### config.mk
export PLATFORM = sky130hd
export DESIGN_NAME = txdma_channel
export DESIGN_NICKNAME = d
export VERILOG_FILES = /design/src/rtl/txdma_pkg.sv /design/src/rtl/txdma_rd_seq.sv /design/src/rtl/txdma_queue.sv /design/src/rtl/txdma_unpack.sv /design/src/rtl/txdma_channel.sv
export SDC_FILE = /design/constraint.sdc
export NUM_CORES = 1
export LEC_CHECK = 0
export BUFFER_PORTS_ARGS = -buffer_cell sky130_fd_sc_hd__buf_2
export CORE_MARGIN = 8
export CORE_UTILIZATION = 55
export DETAILED_ROUTE_END_ITERATION = 16
export PLACE_DENSITY_LB_ADDON = 0.08
export RECOVER_POWER = 100
export SLEW_MARGIN = 20
export SYNTH_ARGS = -nofsm -noshare
export SYNTH_HDL_FRONTEND = slang
export SYNTH_HIERARCHICAL = 1
export SYNTH_SLANG_ARGS = --single-unit
### constraint.sdc
create_clock -name clk -period 6.32 [get_ports clk]
set_clock_uncertainty 0.2 [all_clocks]
set_input_delay 0 -clock clk [delete_from_list [all_inputs] [get_ports clk]]
set_output_delay 0 -clock clk [all_outputs]
set_load 0.03 [all_outputs]
### src/rtl/txdma_pkg.sv
`timescale 1ns/1ps
package txdma_pkg;

    localparam logic [1:0] HT_IDLE   = 2'b00;
    localparam logic [1:0] HT_NONSEQ = 2'b10;

    typedef enum logic [1:0] {
        BUS_IDLE = 2'd0,
        BUS_ADDR = 2'd1,
        BUS_DATA = 2'd2
    } bus_st_e;

    // One queue entry: a returned bus word, the lane of its first valid
    // byte and how many bytes of it belong to the transfer.
    typedef struct packed {
        logic [31:0] data;
        logic [1:0]  lane;
        logic [2:0]  nbytes;
    } q_ent_t;

    function automatic logic [1:0] eff_size(input logic [1:0] s);
        return (s == 2'd3) ? 2'd2 : s;
    endfunction

    function automatic logic [2:0] size_bytes(input logic [1:0] s);
        case (s)
            2'd0:    return 3'd1;
            2'd1:    return 3'd2;
            default: return 3'd4;
        endcase
    endfunction

endpackage

### src/rtl/txdma_rd_seq.sv
`timescale 1ns/1ps
module txdma_rd_seq
    import txdma_pkg::*;
#(
    parameter int ADDR_W = 32,
    parameter int CNT_W  = 16
) (
    input  logic              clk,
    input  logic              rst,
    input  logic              load,
    input  logic [ADDR_W-1:0] src,
    input  logic [CNT_W-1:0]  len,
    input  logic [1:0]        size,
    input  logic              active,
    input  logic              room,
    output logic              bus_idle,
    output logic [ADDR_W-1:0] haddr,
    output logic [1:0]        htrans,
    output logic [2:0]        hsize,
    output logic              hwrite,
    input  logic [31:0]       hrdata,
    input  logic              hready,
    input  logic              hresp,
    output logic              push,
    output q_ent_t            push_ent,
    output logic              bus_err
);

    bus_st_e           st_q;
    logic [ADDR_W-1:0] addr_q;
    logic [CNT_W-1:0]  left_q;
    logic [1:0]        sz_q;
    logic [2:0]        sb;
    logic [2:0]        nb;
    logic              dphase_end;

    assign sb         = size_bytes(sz_q);
    assign nb         = (left_q < CNT_W'(sb)) ? left_q[2:0] : sb;
    assign dphase_end = (st_q == BUS_DATA) && hready;
    assign push       = dphase_end && !hresp && active;
    assign bus_err    = dphase_end && hresp && active;
    assign push_ent   = '{data: hrdata, lane: addr_q[1:0], nbytes: nb};

    assign bus_idle = (st_q == BUS_IDLE);
    assign htrans   = (st_q == BUS_ADDR) ? HT_NONSEQ : HT_IDLE;
    assign haddr    = addr_q;
    assign hsize    = {1'b0, sz_q};
    assign hwrite   = 1'b0;

    always_ff @(posedge clk) begin
        if (rst) begin
            st_q   <= BUS_IDLE;
            addr_q <= '0;
            left_q <= '0;
            sz_q   <= 2'd0;
        end else begin
            if (load) begin
                addr_q <= src;
                left_q <= len;
                sz_q   <= eff_size(size);
            end
            case (st_q)
                BUS_IDLE: if (active && !load && left_q != '0 && room) st_q <= BUS_ADDR;
                BUS_ADDR: if (hready) st_q <= BUS_DATA;
                BUS_DATA: if (hready) begin
                    st_q <= BUS_IDLE;
                    if (push) begin
                        addr_q <= addr_q + ADDR_W'(sb);
                        left_q <= left_q - CNT_W'(nb);
                    end
                end
                default: st_q <= BUS_IDLE;
            endcase
        end
    end

    AST_ADDR_HOLD: assert property (@(posedge clk) disable iff (rst)
        (st_q == BUS_ADDR && !hready) |=> (htrans == HT_NONSEQ && $stable(haddr)));
    AST_ISSUE_ROOM: assert property (@(posedge clk) disable iff (rst)
        $rose(htrans[1]) |-> $past(room));
    AST_READ_ONLY: assert property (@(posedge clk) disable iff (rst)
        htrans[1] |-> !hwrite);

endmodule

### src/rtl/txdma_queue.sv
`timescale 1ns/1ps
module txdma_queue
    import txdma_pkg::*;
#(
    parameter int DEPTH = 4
) (
    input  logic   clk,
    input  logic   rst,
    input  logic   flush,
    input  logic   push,
    input  q_ent_t din,
    input  logic   pop,
    output q_ent_t dout,
    output logic   empty,
    output logic   room
);

    localparam int AW = (DEPTH > 1) ? $clog2(DEPTH) : 1;
    localparam int CW = $clog2(DEPTH + 1);

    q_ent_t          mem [DEPTH];
    logic [AW-1:0]   wr_q, rd_q;
    logic [CW-1:0]   cnt_q;

    function automatic logic [AW-1:0] nxt(input logic [AW-1:0] p);
        return (p == AW'(DEPTH - 1)) ? '0 : p + AW'(1);
    endfunction

    assign empty = (cnt_q == '0);
    assign room  = (cnt_q != CW'(DEPTH));
    assign dout  = mem[rd_q];

    always_ff @(posedge clk) begin
        if (push && !flush) mem[wr_q] <= din;
    end

    always_ff @(posedge clk) begin
        if (rst || flush) begin
            wr_q  <= '0;
            rd_q  <= '0;
            cnt_q <= '0;
        end else begin
            if (push) wr_q <= nxt(wr_q);
            if (pop)  rd_q <= nxt(rd_q);
            case ({push, pop})
                2'b10:   cnt_q <= cnt_q + CW'(1);
                2'b01:   cnt_q <= cnt_q - CW'(1);
                default: cnt_q <= cnt_q;
            endcase
        end
    end

    AST_NO_OVERFLOW: assert property (@(posedge clk) disable iff (rst)
        (push && !flush) |-> room);
    AST_NO_UNDERFLOW: assert property (@(posedge clk) disable iff (rst)
        (pop && !flush) |-> !empty);

endmodule

### src/rtl/txdma_unpack.sv
`timescale 1ns/1ps
module txdma_unpack
    import txdma_pkg::*;
#(
    parameter int CNT_W = 16
) (
    input  logic             clk,
    input  logic             rst,
    input  logic             load,
    input  logic [CNT_W-1:0] len,
    input  logic             active,
    input  q_ent_t           head,
    input  logic             empty,
    output logic             pop,
    output logic             last_taken,
    output logic [7:0]       pr_data,
    output logic             pr_valid,
    output logic             pr_first,
    output logic             pr_last,
    input  logic             pr_ack
);

    logic [1:0]       idx_q;
    logic [CNT_W-1:0] left_q;
    logic             first_q;
    logic [1:0]       lane;
    logic             take;

    assign lane       = head.lane + idx_q;
    assign pr_valid   = active && !empty;
    assign pr_data    = head.data[{lane, 3'b000} +: 8];
    assign pr_first   = pr_valid && first_q;
    assign pr_last    = pr_valid && (left_q == CNT_W'(1));
    assign take       = pr_valid && pr_ack;
    assign pop        = take && (({1'b0, idx_q} + 3'd1) == head.nbytes);
    assign last_taken = take && (left_q == CNT_W'(1));

    always_ff @(posedge clk) begin
        if (rst) begin
            idx_q   <= 2'd0;
            left_q  <= '0;
            first_q <= 1'b0;
        end else if (load) begin
            idx_q   <= 2'd0;
            left_q  <= len;
            first_q <= 1'b1;
        end else if (take) begin
            idx_q   <= pop ? 2'd0 : idx_q + 2'd1;
            left_q  <= left_q - CNT_W'(1);
            first_q <= 1'b0;
        end
    end

    AST_HOLD_BYTE: assert property (@(posedge clk) disable iff (rst)
        (pr_valid && !pr_ack) |=> (!active || (pr_valid && $stable(pr_data))));
    AST_LAST_WITH_VALID: assert property (@(posedge clk) disable iff (rst)
        (pr_last || pr_first) |-> pr_valid);

endmodule

### src/rtl/txdma_channel.sv
`timescale 1ns/1ps
module txdma_channel
    import txdma_pkg::*;
#(
    parameter int ADDR_W     = 32,
    parameter int CNT_W      = 16,
    parameter int FIFO_DEPTH = 4
) (
    input  logic              clk,
    input  logic              rst,
    input  logic [ADDR_W-1:0] cfg_src,
    input  logic [CNT_W-1:0]  cfg_len,
    input  logic [1:0]        cfg_size,
    input  logic              cfg_go,
    output logic              busy,
    output logic              eot_irq,
    output logic              err_abort,
    output logic              err_bus,
    output logic [ADDR_W-1:0] haddr,
    output logic [1:0]        htrans,
    output logic [2:0]        hsize,
    output logic              hwrite,
    input  logic [31:0]       hrdata,
    input  logic              hready,
    input  logic              hresp,
    output logic [7:0]        pr_data,
    output logic              pr_valid,
    output logic              pr_first,
    output logic              pr_last,
    input  logic              pr_ack,
    input  logic              pr_inprog
);

    logic   active_q, inprog_q, irq_q, eabort_q, ebus_q;
    logic   accept, drop, flush;
    logic   bus_idle, room, empty, push, pop, bus_err, last_taken;
    q_ent_t push_ent, head;

    assign accept = cfg_go && !active_q && bus_idle;
    assign drop   = active_q && inprog_q && !pr_inprog;
    assign flush  = accept || drop || bus_err;

    assign busy      = active_q;
    assign eot_irq   = irq_q;
    assign err_abort = eabort_q;
    assign err_bus   = ebus_q;

    txdma_rd_seq #(.ADDR_W(ADDR_W), .CNT_W(CNT_W)) i_rd (
        .clk(clk), .rst(rst), .load(accept), .src(cfg_src), .len(cfg_len),
        .size(cfg_size), .active(active_q), .room(room), .bus_idle(bus_idle),
        .haddr(haddr), .htrans(htrans), .hsize(hsize), .hwrite(hwrite),
        .hrdata(hrdata), .hready(hready), .hresp(hresp),
        .push(push), .push_ent(push_ent), .bus_err(bus_err)
    );

    txdma_queue #(.DEPTH(FIFO_DEPTH)) i_q (
        .clk(clk), .rst(rst), .flush(flush), .push(push), .din(push_ent),
        .pop(pop && !flush), .dout(head), .empty(empty), .room(room)
    );

    txdma_unpack #(.CNT_W(CNT_W)) i_up (
        .clk(clk), .rst(rst), .load(accept), .len(cfg_len), .active(active_q),
        .head(head), .empty(empty), .pop(pop), .last_taken(last_taken),
        .pr_data(pr_data), .pr_valid(pr_valid), .pr_first(pr_first),
        .pr_last(pr_last), .pr_ack(pr_ack)
    );

    always_ff @(posedge clk) begin
        if (rst) begin
            active_q <= 1'b0;
            inprog_q <= 1'b0;
            irq_q    <= 1'b0;
            eabort_q <= 1'b0;
            ebus_q   <= 1'b0;
        end else begin
            inprog_q <= pr_inprog;
            if (accept) begin
                active_q <= (cfg_len != '0);
                irq_q    <= (cfg_len == '0);
                eabort_q <= 1'b0;
                ebus_q   <= 1'b0;
            end else if (drop) begin
                active_q <= 1'b0;
                irq_q    <= 1'b1;
                eabort_q <= 1'b1;
            end else if (bus_err) begin
                active_q <= 1'b0;
                irq_q    <= 1'b1;
                ebus_q   <= 1'b1;
            end else if (last_taken) begin
                active_q <= 1'b0;
                irq_q    <= 1'b1;
            end
        end
    end

    AST_IRQ_WHEN_IDLE: assert property (@(posedge clk) disable iff (rst)
        $rose(eot_irq) |-> !busy);
    AST_ABORT_STOP: assert property (@(posedge clk) disable iff (rst)
        drop |=> (!pr_valid && err_abort && eot_irq && !busy));
    AST_BUSERR_STOP: assert property (@(posedge clk) disable iff (rst)
        bus_err |=> (err_bus && eot_irq && !busy));
    AST_BUSY_IGNORES_GO: assert property (@(posedge clk) disable iff (rst)
        (busy && cfg_go && !drop && !bus_err && !last_taken) |=> busy);

endmodule

==> summary.md, run 1 <==
| Metric | Value |
|---|---|
| Status | `complete, but fails checks` |
| Violated checks | `max-capacitance violations, max-slew violations` |
| First-pass GRT wire length | `42.97 mm` |
| Post-synthesis area per instance | `12.98 µm²` |
| Post-DP HPWL | `16.88 mm` |
| Vias in the first global route | `8,490` |
| Final Critical Period | `4.971 ns` |
| Seq cells post-synth | `233` |
| Critical path class | `register to register` |
| Wirelength, routed | `26.21 mm` |
| Vias per cell | `5.903` |
| # H-tree levels | `1` |
| Async set or reset register ratio after synthesis | `0` |
| Synth warn | `6` |
| Sequential area share after synthesis | `0.5566` |
| Post-synthesis xor/xnor area fraction | `0.01824` |
| Total CTS buffers | `25` |
| Final Max Slew Viols | `207` |
| CTS sink count | `233` |
| Total grt overflow | `0` |
| Cells after Synth | `851` |
| Largest net degree at the start of global routing | `62` |
| Fin worst setup slack | `1.349 ns` |
| Clock-pin slew on the worst setup and hold paths | `0.06 ns` |
| P&R area growth vs syn | `20.54%` |
| Synthesized-area fraction occupied by adder cells | `0.02584` |
| Synth Area in Compound Gates | `0.09926` |
| # nets final | `1,165` |
| Critical-path cell list | `and3b_2 > clkbuf_1 > nor3_1 > inv_1 > nor2_1 > and2_1` |
| Post-synthesis mux area share | `0.1112` |
| GP Congestion | `0.8857` |
| CP max-delay cell | `and2_1` |
| I/O Pins | `142` |
| Pre-antenna DRT Iters | `5` |
| Place WS | `2.268 ns` |
| GRT Util Overall | `0.2168` |
| Die Height | `157.7 µm` |
| DIE AREA | `24,870 µm²` |
| Synth Area in Simple Gates | `0.1336` |
| TNS Setup | `0 ns` |
| DRC violations left | `0` |
| Layout cells sized above 1 | `0.1527` |
| Worst path bufs/invs | `2` |
| Drt wl/cell | `19.50 µm` |
| Worst path max stage delay | `1.53 ns` |
| Cell Pwr Density | `265.5 nW/µm²` |
| Drt first-iter violations | `421` |
| Leak pwr | `4.561 nW` |
| Required @ worst endpoint | `6.22 ns` |
| Tcrit/Tclk final | `0.7866` |
| Fmax | `201.2 MHz` |
| Largest delay share family, worst path | `simple AND/OR/NAND/NOR gates` |
| Clock buffer depth | `3` |
| Chip width | `157.7 µm` |
| Crit path DAT | `4.87 ns` |
| Relative slew slack | `-0.7520` |
| Crit path launch type | `register` |
| Starting Density | `0.5528` |
| Worst-path maximum fanout | `54` |
| Final setup vio count | `0` |
| Core ar. | `19,970 µm²` |
| Max VDD drop | `0.0001974 V` |
| Min-delay worst type | `input pin to register` |
| Final count of hold timing violations | `0` |
| Crit end category | `register` |
| # diodes | `0` |
| Clk root buf | `clkbuf_16` |
| CTS tree | `built` |
| RSZ-0062 raised after global routing | `false` |
| Worst-margin pin slew | `2.628 ns` |
| Number of distinct library cells after synthesis | `76` |
| Clk Latency, worst-skew pair | `0.52 ns` |
| DR vias | `7,933` |
| Max Cap Viol | `5` |
| Pwr Total | `0.003534 W` |
| Row cnt | `52` |
| Post-route ant nets | `0` |
| Initial antenna violation count | `0` |
| Largest family of logic cells by synthesized area | `simple AND/OR/NAND/NOR gates` |
| Synth Cell Area | `11,040 µm²` |
| Filler instances | `1,571` |
| EDFF count, synth | `148` |
| PortBufs | `138` |
| Hold Slack | `0.06639 ns` |
| Setup bufs post-CTS | `0` |
| Prevailing post-synth register cell | `edfxtp_1` |
[placed cells by master, fill, tap and decap left out, drive strengths merged, types with 32 or more instances in the layout]
master	instances
edfxtp	148
clkbuf	116
dlygate4sd3	105
dfxtp	85
buf	64
nor2	60
mux4	45
a21oi	37
a211oi	33
nand2	32
[synthesized netlist by cell type, types with 9 or more instances]
| cell | instances | area, µm² |
|---|---|---|
| and2_1 | 9 | 56.30 |
| xor2_1 | 11 | 96.34 |
| a21oi_1 | 37 | 185.2 |
| dfxtp_1 | 85 | 1702 |
| mux2i_1 | 12 | 120.1 |
| ha_1 | 18 | 225.2 |
| edfxtp_1 | 148 | 4444 |
| o211ai_1 | 11 | 82.58 |
| nor3_1 | 14 | 70.07 |
| mux4_2 | 38 | 855.8 |
| nand4_1 | 15 | 93.84 |
| nand2_1 | 32 | 120.1 |
| clkbuf_1 | 28 | 105.1 |
| nor2_1 | 60 | 225.2 |
| a211oi_1 | 31 | 232.7 |
| nor4_1 | 15 | 93.84 |
| nand3_1 | 15 | 75.07 |
| inv_1 | 26 | 97.59 |
| xnor2_1 | 12 | 105.1 |
| buf_4 | 37 | 277.8 |
| nor2b_1 | 17 | 106.4 |
| o21ai_0 | 15 | 75.07 |
| and3_1 | 11 | 68.82 |
[tightest hold or removal path, stage by stage]
cell and delay [ns]:
dlygate4sd3_1 0.52, buf_2 0.12, nand2_1 0.04, a21oi_1 0.05
[final timing paths]
kind	from	slack, ns	cells after the start	endpoint
max reg2reg	busy	1.35	6	i_q/mem[2][23]
min	cfg_src[3]	0.07	4	i_rd/haddr[3]
min reg2reg	i_rd/left_q[15]	0.28	1	i_rd/left_q[15]
max	busy	1.35	6	i_q/mem[2][23]
[timing repair]
action,4_1_cts,5_1_grt
hold buffers,105,0
hold endpoints to repair,213,0
resized for setup,0,0
[per-stage QoR]
stage,instances,utilization,cell area (µm²)
after floorplan,853,-,11050
after global placement,1193,0.5833,11650
after detailed placement,1193,0.5833,11650
after CTS,1344,0.6741,13470
after global routing,1344,0.6664,13310
final,1344,0.6664,13310
[power by group]
group	internal (W)	total (W)	switching (W)
sequential	0.00167	0.00173	0.0000617
clock	0.000765	0.00134	0.000577
combinational	0.000194	0.000461	0.000267
total	0.00263	0.00353	0.000906
[kinds of logic after synthesis]
group	count (synthesis)
other	1
flip-flops	233
buffers and inverters	104
AO/OA/AOI/OAI	154
multiplexers	63
adder cells (fa/ha/maj)	21
XOR/XNOR	23
AND/OR/NAND/NOR	252
[area by class of cell]
class	instances	area (µm²)	share of cell area
Timing Repair Buffer	252	1699	0.1277
Inverter	27	101.3	0.007614
Clock buffer	33	685.7	0.05151
Multi-Input combinational cell	516	4263	0.3203
Sequential cell	233	6146	0.4617
Tap cell	270	337.8	0.02538
Clock inverter	13	77.57	0.005828
[registers in the layout, summed over array words and instances, names as in the netlist, named ones only]
name and flops:
i_q/mem 148, i_rd/haddr 32, i_rd/left_q 16, i_up/left_q 16, i_q/cnt_q 3, i_q/rd_q 2, i_q/wr_q 2, i_rd/st_q 2
i_rd/sz_q 2, i_up/idx_q 2, busy 1, eot_irq 1, err_abort 1, err_bus 1, i_up/first_q 1, inprog_q 1
[layer usage]
| layer | vias to the layer above | routed length (µm) | part of all wire | global-route usage |
|---|---|---|---|---|
| li1 | 3684 | - | - | - |
| met1 | 3949 | 10760 | 0.41 | 0.2578 |
| met2 | 254 | 13380 | 0.51 | 0.3911 |
| met3 | 46 | 1459 | 0.056 | 0.03849 |
| met4 | 0 | 614 | 0.023 | 0.06845 |
| met5 | - | 0 | 0 | 0 |
No activity file was read; power rests on OpenSTA's default activity.
==> inputs of run 2 (changes only) <==
Clock period 6.32 ns to 5.2 ns, I/O delays scaled along.
==> run 2 against run 1 <==
Effect of this change:
- the flow still finishes with violations (max-capacitance violations, max-slew violations)
- die area unchanged
- via count rose by 0.53%
- sequential power is 21% higher
- first-iteration DRC count down 0.48%
- sequential share of layout area fell by 0.54 points
- critical path type unchanged
==> summary.md, run 2 (synthesized netlist as in run 1, its figures left out) <==
| Metric | Value |
|---|---|
| Row cnt | `52 (unchanged)` |
| Crit path launch type | `register` |
| Wirelength, routed | `26.67 mm (+1.8%)` |
| Min-delay worst type | `input pin to register` |
| Status | `complete, but fails checks` |
| Violated checks | `max-capacitance violations, max-slew violations` |
| CTS tree | `built` |
| Leak pwr | `4.616 nW (+1.2%)` |
| Critical path class | `register to register` |
| # nets final | `1,177 (+1.0%)` |
| Final setup vio count | `0 (unchanged)` |
| Clk Latency, worst-skew pair | `0.51 ns (about the same)` |
| Core ar. | `19,970 µm² (unchanged)` |
| Place WS | `1.185 ns (-1.083 ns)` |
| Vias per cell | `5.886 (-0.29%)` |
| Cts repair resizes | `0 (unchanged)` |
| Final count of hold timing violations | `0 (unchanged)` |
| Worst-margin pin slew | `2.867 ns (+0.2385 ns)` |
| Worst path max stage delay | `0.64 ns (-0.89 ns)` |
| GP Congestion | `0.9154 (+3.4%)` |
| WL met3 | `1.663 mm (+14%)` |
| Relative slew slack | `-0.9121 (-0.1601)` |
| Crit path DAT | `4.78 ns (-0.09 ns)` |
| TNS Setup | `0 ns (unchanged)` |
| Max FFs per register | `148 (unchanged)` |
| DIE AREA | `24,870 µm² (unchanged)` |
| Drt wl/cell | `19.68 µm (+0.93%)` |
| Met2 WL | `13.76 mm (+2.9%)` |
| Commonest non-fill, non-tap cell in the layout | `edfxtp_1` |
| Worst path bufs/invs | `1 (-1)` |
| Drt first-iter violations | `419 (-0.48%)` |
| DR vias | `7,975 (+0.53%)` |
| Final Core Density | `0.6742 (+0.007830)` |
| Tcrit/Tclk final | `0.8811 (+0.09457)` |
| Register area | `6146 µm² (unchanged)` |
| Largest net degree at the start of global routing | `53 (-15%)` |
| CP max-delay cell | `or4_1` |
| Vias in the first global route | `8,340 (-1.8%)` |
| Largest Register | `i_q/mem` |
| # H-tree levels | `1 (unchanged)` |
| # diodes | `0 (unchanged)` |
| Filler instances | `1,488 (-5.3%)` |
| Clock-pin slew on the worst setup and hold paths | `0.06 ns (about the same)` |
| RSZ-0062 raised after global routing | `false` |
| Largest delay share family, worst path | `simple AND/OR/NAND/NOR gates` |
| CTS sink count | `233 (unchanged)` |
| Layout cells sized above 1 | `0.1484 (-0.004313)` |
| Die Height | `157.7 µm (unchanged)` |
| Commonest non-fill, non-tap cells in the layout | `148 x edfxtp_1, 115 x dlygate4sd3_1, 88 x clkbuf_1` |
| Final Critical Period | `4.582 ns (-0.3892 ns)` |
| Max VDD drop | `0.0002163 V (+9.6%)` |
| Fin worst setup slack | `0.6181 ns (-0.7308 ns)` |
| Fmax | `218.2 MHz (+8.5%)` |
| P&R area growth vs syn | `21.96%` |
| First-pass GRT wire length | `42.86 mm (-0.27%)` |
| Post-DP HPWL | `17.36 mm (+2.9%)` |
| PortBufs | `138 (unchanged)` |
| Crit end category | `register` |
| Setup bufs post-CTS | `0 (unchanged)` |
| Pre-antenna DRT Iters | `5 (unchanged)` |
| Post-route ant nets | `0 (unchanged)` |
| DRC violations left | `0 (unchanged)` |
| Post-CTS Hold Buffers | `115 (+9.5%)` |
| Clk root buf | `clkbuf_16` |
| Multi-input gate area | `4258 µm² (-0.12%)` |
| Required @ worst endpoint | `5.40 ns (-0.82 ns)` |
| Total CTS buffers | `25 (unchanged)` |
| Chip width | `157.7 µm (unchanged)` |
| GRT Util Overall | `0.2164 (-0.0003915)` |
| I/O Pins | `142 (unchanged)` |
| Starting Density | `0.5528 (unchanged)` |
| Max Cap Viol | `6 (+1)` |
| Final Max Slew Viols | `230 (+11%)` |
| Total grt overflow | `0 (unchanged)` |
| Top Layer Used | `met4` |
| Worst-path maximum fanout | `9 (-83%)` |
| M1 WL | `10.72 mm (-0.40%)` |
| Cell Pwr Density | `327.8 nW/µm² (+23%)` |
| Clock buffer depth | `3 (unchanged)` |
| Initial antenna violation count | `0 (unchanged)` |
| CP dominant cell by count | `nand3_1` |
| Critical-path cell list | `or4_1 > nor4_4 > nand3_1 > nor3_4 > mux2i_1 > fa_1 > nor2b_1 > nor4_2 > nand3b_1 > nand3_1 > a31oi_1 > dlygate4sd3_1` |
run 2: changes by cell type in the layout (fill, tap and decap cells not counted), moves of 2 or more:
| cell | previous run | this run |
|---|---|---|
| dlygate4sd3_1 | 105 | 115 |
| and2_0 | 1 | 6 |
| and2_1 | 8 | 3 |
| buf_2 | 58 | 55 |
| buf_4 | 6 | 9 |
| bufinv_16 | 0 | 3 |
| clkbuf_8 | 3 | 1 |
run 2: per-layer routing:
layer / vias to the layer above / global-route usage
met4: 0 / 0.06165
met3: 45 / 0.03631
met1: 3929 / 0.2589
met5: - / 0
li1: 3705 / -
met2: 296 / 0.3931
run 2: worst register-to-register path: stages, from the launching register on:
cell and delay, ns:
dfxtp_1 0.33, or4_1 0.64, nor4_4 0.28, nand3_1 0.24, nor3_4 0.36, mux2i_1 0.49
fa_1 0.30, nor2b_1 0.08, nor4_2 0.56, nand3b_1 0.15, nand3_1 0.11, a31oi_1 0.11
dlygate4sd3_1 0.64
run 2: final timing paths:
path / start / end / slack (ns) / cells past startpoint
max reg2reg: i_rd/left_q[6] / i_rd/left_q[10] / 0.62 / 12
min reg2reg: i_rd/left_q[15] / i_rd/left_q[15] / 0.29 / 1
min: hrdata[23] / i_q/mem[2][28] / 0.09 / 2
max: i_rd/left_q[6] / i_rd/left_q[10] / 0.62 / 12
run 2: cell type report:
| class | count | share of cell area |
|---|---|---|
| clock buffer | 29 | 0.04831 |
| clock inverter | 16 | 0.01189 |
| inverter | 27 | 0.007526 |
| multi-input combinational | 516 | 0.3162 |
| sequential | 233 | 0.4564 |
| tap | 270 | 0.02509 |
| timing repair buffer | 264 | 0.1346 |
run 2: per-stage QoR:
step | hold slack (ns) | instances | total power [W] | cell area [µm²]
final | 0.09213 | 1355 | 0.004415 | 13470
after global routing | 0.09372 | 1355 | 0.004592 | 13470
after detailed placement | 0.01610 | 1195 | 0.002646 | 11670
after CTS | 0.03053 | 1355 | 0.004470 | 13640
after global placement | 0.01135 | 1195 | 0.002625 | 11670
after floorplan | -0.1311 | 853 | 0.002504 | 11050
run 2: report_power, final:
part | total [W] | internal [W] | switching [W]
Clock | 0.00174 | 0.00104 | 0.000698
Sequential | 0.00210 | 0.00203 | 0.0000753
Combinational | 0.000570 | 0.000240 | 0.000330
==> inputs of run 3 (changes only) <==
Settings changed: CORE_UTILIZATION 55 to 53.
Clock period 5.2 ns to 4 ns, I/O delays scaled along.
==> run 3 against run 2 <==
Effect of this change:
- the run still ends with max-capacitance violations, max-slew violations left
- worst setup slack worse by 0.41 ns
- clock power up 32%
- flip-flop and latch count unchanged
==> summary.md, run 3 (synthesized netlist as in run 1, its figures left out) <==
| Metric | Value |
|---|---|
| Largest Register | `i_q/mem` |
| Row cnt | `53 (+1.9%)` |
| Commonest non-fill, non-tap cell in the layout | `edfxtp_1` |
| DIE AREA | `25,710 µm² (+3.4%)` |
| CTS tree | `built` |
| Fmax | `263.7 MHz (+21%)` |
| Layout cells sized above 1 | `0.1737 (+0.02533)` |
| Drt wl/cell | `19.33 µm (-1.8%)` |
| Commonest non-fill, non-tap cells in the layout | `148 x edfxtp_1, 103 x dlygate4sd3_1, 85 x dfxtp_1` |
| Crit end category | `register` |
| Required @ worst endpoint | `4.24 ns (-1.16 ns)` |
| Violated checks | `max-capacitance violations, max-slew violations` |
| WHS Path Cells | `2 (unchanged)` |
| Pre-antenna DRT Iters | `5 (unchanged)` |
| Initial antenna violation count | `0 (unchanged)` |
| Critical path class | `register to register` |
| Min-delay worst type | `input pin to register` |
| GP Congestion | `0.8527 (-6.8%)` |
| Core ar. | `20,760 µm² (+3.9%)` |
| Clk root buf | `clkbuf_16` |
| Max Cap Viol | `1 (-5)` |
| Vias in the first global route | `8,424 (+1.0%)` |
| # H-tree levels | `1 (unchanged)` |
| R2R Path End | `i_rd/left_q[12]` |
| Max FFs per register | `148 (unchanged)` |
| Final Cell Area | `13,530 µm² (+0.49%)` |
| Crit path launch type | `register` |
| Total grt overflow | `0 (unchanged)` |
| Crit path from | `i_rd/sz_q[0]` |
| Largest net degree at the start of global routing | `53 (unchanged)` |
| # diodes | `0 (unchanged)` |
| Worst Hold End | `i_q/mem[1][13]` |
| R2R depth | `14 (+2)` |
| Post-DP Area | `11,790 µm² (+1.0%)` |
| Starting Density | `0.5320 (-0.02083)` |
| Clock buffer depth | `3 (unchanged)` |
| Hold path start | `hrdata[8]` |
| Worst-margin pin slew | `1.684 ns (-1.183 ns)` |
| I/O Pins | `142 (unchanged)` |
| Chip width | `160.3 µm (+1.7%)` |
| DRC violations left | `0 (unchanged)` |
| Total CTS buffers | `26 (+4.0%)` |
| Crit Reg-Reg Startpoint | `i_rd/sz_q[0]` |
| Leak pwr | `4.669 nW (+1.2%)` |
| Post-route ant nets | `0 (unchanged)` |
| TNS Setup | `0 ns (unchanged)` |
| Vias per cell | `5.809 (-1.3%)` |
| Final count of hold timing violations | `0 (unchanged)` |
| Wirelength, routed | `26.35 mm (-1.2%)` |
| Clk Latency, worst-skew pair | `0.52 ns (about the same)` |
| Max VDD drop | `0.0002495 V (+15%)` |
| DR vias | `7,917 (-0.73%)` |
| GRT Util Overall | `0.2061 (-0.01034)` |
| First-pass GRT wire length | `43.55 mm (+1.6%)` |
| # nets final | `1,178 (+0.085%)` |
| Filler instances | `1,613 (+8.4%)` |
| Drt first-iter violations | `449 (+7.2%)` |
| Status | `complete, but fails checks` |
| Cell Pwr Density | `426.1 nW/µm² (+30%)` |
| RSZ-0062 raised after global routing | `false` |
| Final Critical Period | `3.792 ns (-0.7899 ns)` |
| Relative slew slack | `-0.1225 (+0.7896)` |
| Reg2reg setup slack | `0.21 ns (-0.41 ns)` |
| P&R area growth vs syn | `22.56%` |
| Tcrit/Tclk final | `0.9480 (+0.06687)` |
| Worst-path maximum fanout | `9 (unchanged)` |
| Final setup vio count | `0 (unchanged)` |
| CTS sink count | `233 (unchanged)` |
| Die Height | `160.3 µm (+1.7%)` |
| Crit path DAT | `4.04 ns (-0.74 ns)` |
| PortBufs | `138 (unchanged)` |
| Final Max Slew Viols | `34 (-85%)` |
| Clock-pin slew on the worst setup and hold paths | `0.06 ns (about the same)` |
| Post-DP HPWL | `17.71 mm (+2.0%)` |
## run 3: changes by cell type in the layout (fill, tap and decap cells not counted), moves of 2 or more
cell | before | now
clkbuf_2 | 0 | 11
buf_2 | 55 | 57
buf_4 | 9 | 15
clkinv_1 | 6 | 9
clkbuf_1 | 88 | 79
clkinvlp_4 | 3 | 5
buf_12 | 0 | 2
clkbuf_16 | 25 | 27
dlygate4sd3_1 | 115 | 103
## run 3: metal layers
metal | routed length (µm) | vias to the layer above | part of all wire | GRT usage
li1 | - | 3702 | - | -
met2 | 13580 | 220 | 0.52 | 0.3715
met1 | 10900 | 3965 | 0.41 | 0.2498
met3 | 1456 | 30 | 0.055 | 0.03583
met4 | 408 | 0 | 0.015 | 0.05607
met5 | 0 | - | 0 | 0
## run 3: stage by stage
stage | power (W) | std cells | setup slack (ns) | hold slack (ns) | util
finish | 0.005767 | 1363 | 0.2080 | 0.08306 | 0.6520
global route | 0.006015 | 1363 | 0.01660 | 0.07244 | 0.6520
CTS | 0.005835 | 1363 | 0.07377 | 0.005678 | 0.6579
detailed placement | 0.003449 | 1212 | 0.1075 | 0.01695 | 0.5681
global placement | 0.003422 | 1212 | 0.2407 | 0.01087 | 0.5681
floorplan | 0.003255 | 853 | 0.3342 | -0.1311 | -
## run 3: area by class of cell
cell class | instances | area, µm² | share of cell area
sequential | 233 | 6146 | 0.4541
tap | 275 | 344.1 | 0.02543
timing repair buffer | 264 | 1809 | 0.1337
multi-input combinational | 516 | 4299 | 0.3177
clock inverter | 18 | 146.4 | 0.01082
clock buffer | 30 | 686.9 | 0.05076
inverter | 27 | 101.3 | 0.007489
## run 3: how the worst max path moves through the flow
stage / slack, ns / end
4_1_cts: 0.07 / i_rd/left_q[12]
5_1_grt: 0.02 / i_rd/left_q[5]
6_report: 0.21 / i_rd/left_q[12]
2_1_floorplan: 0.33 / i_rd/left_q[12]
3_5_place_dp: 0.11 / i_rd/left_q[12]
3_3_place_gp: 0.24 / i_rd/left_q[14]
## run 3: timing repair
item | CTS | global route
resized for setup | 0 | 2
hold endpoints to repair | 209 | 0
endpoints found under the setup margin | 0 | 2
hold buffers | 103 | 0
buffers inserted | 0 | 0
## run 3: power breakdown
part           internal, W  switching (W)  leakage, nW
Clock              0.00136       0.000928        0.390
Sequential         0.00264      0.0000963         2.03
Combinational     0.000314       0.000434         2.25
Total              0.00431        0.00146         4.67
## run 3: worst max-delay path, stage by stage (launching register included)
cell      delay (ns)
dfxtp_1         0.38
nor2b_1         0.27
inv_1           0.14
ha_1            0.28
a21boi_0        0.12
o21a_1          0.21
nor3_4          0.27
mux2_1          0.44
ha_1            0.25
fa_1            0.43
nor2b_2         0.21
nor4_4          0.09
nand2_1         0.15
o211ai_1        0.10
a21oi_1         0.17
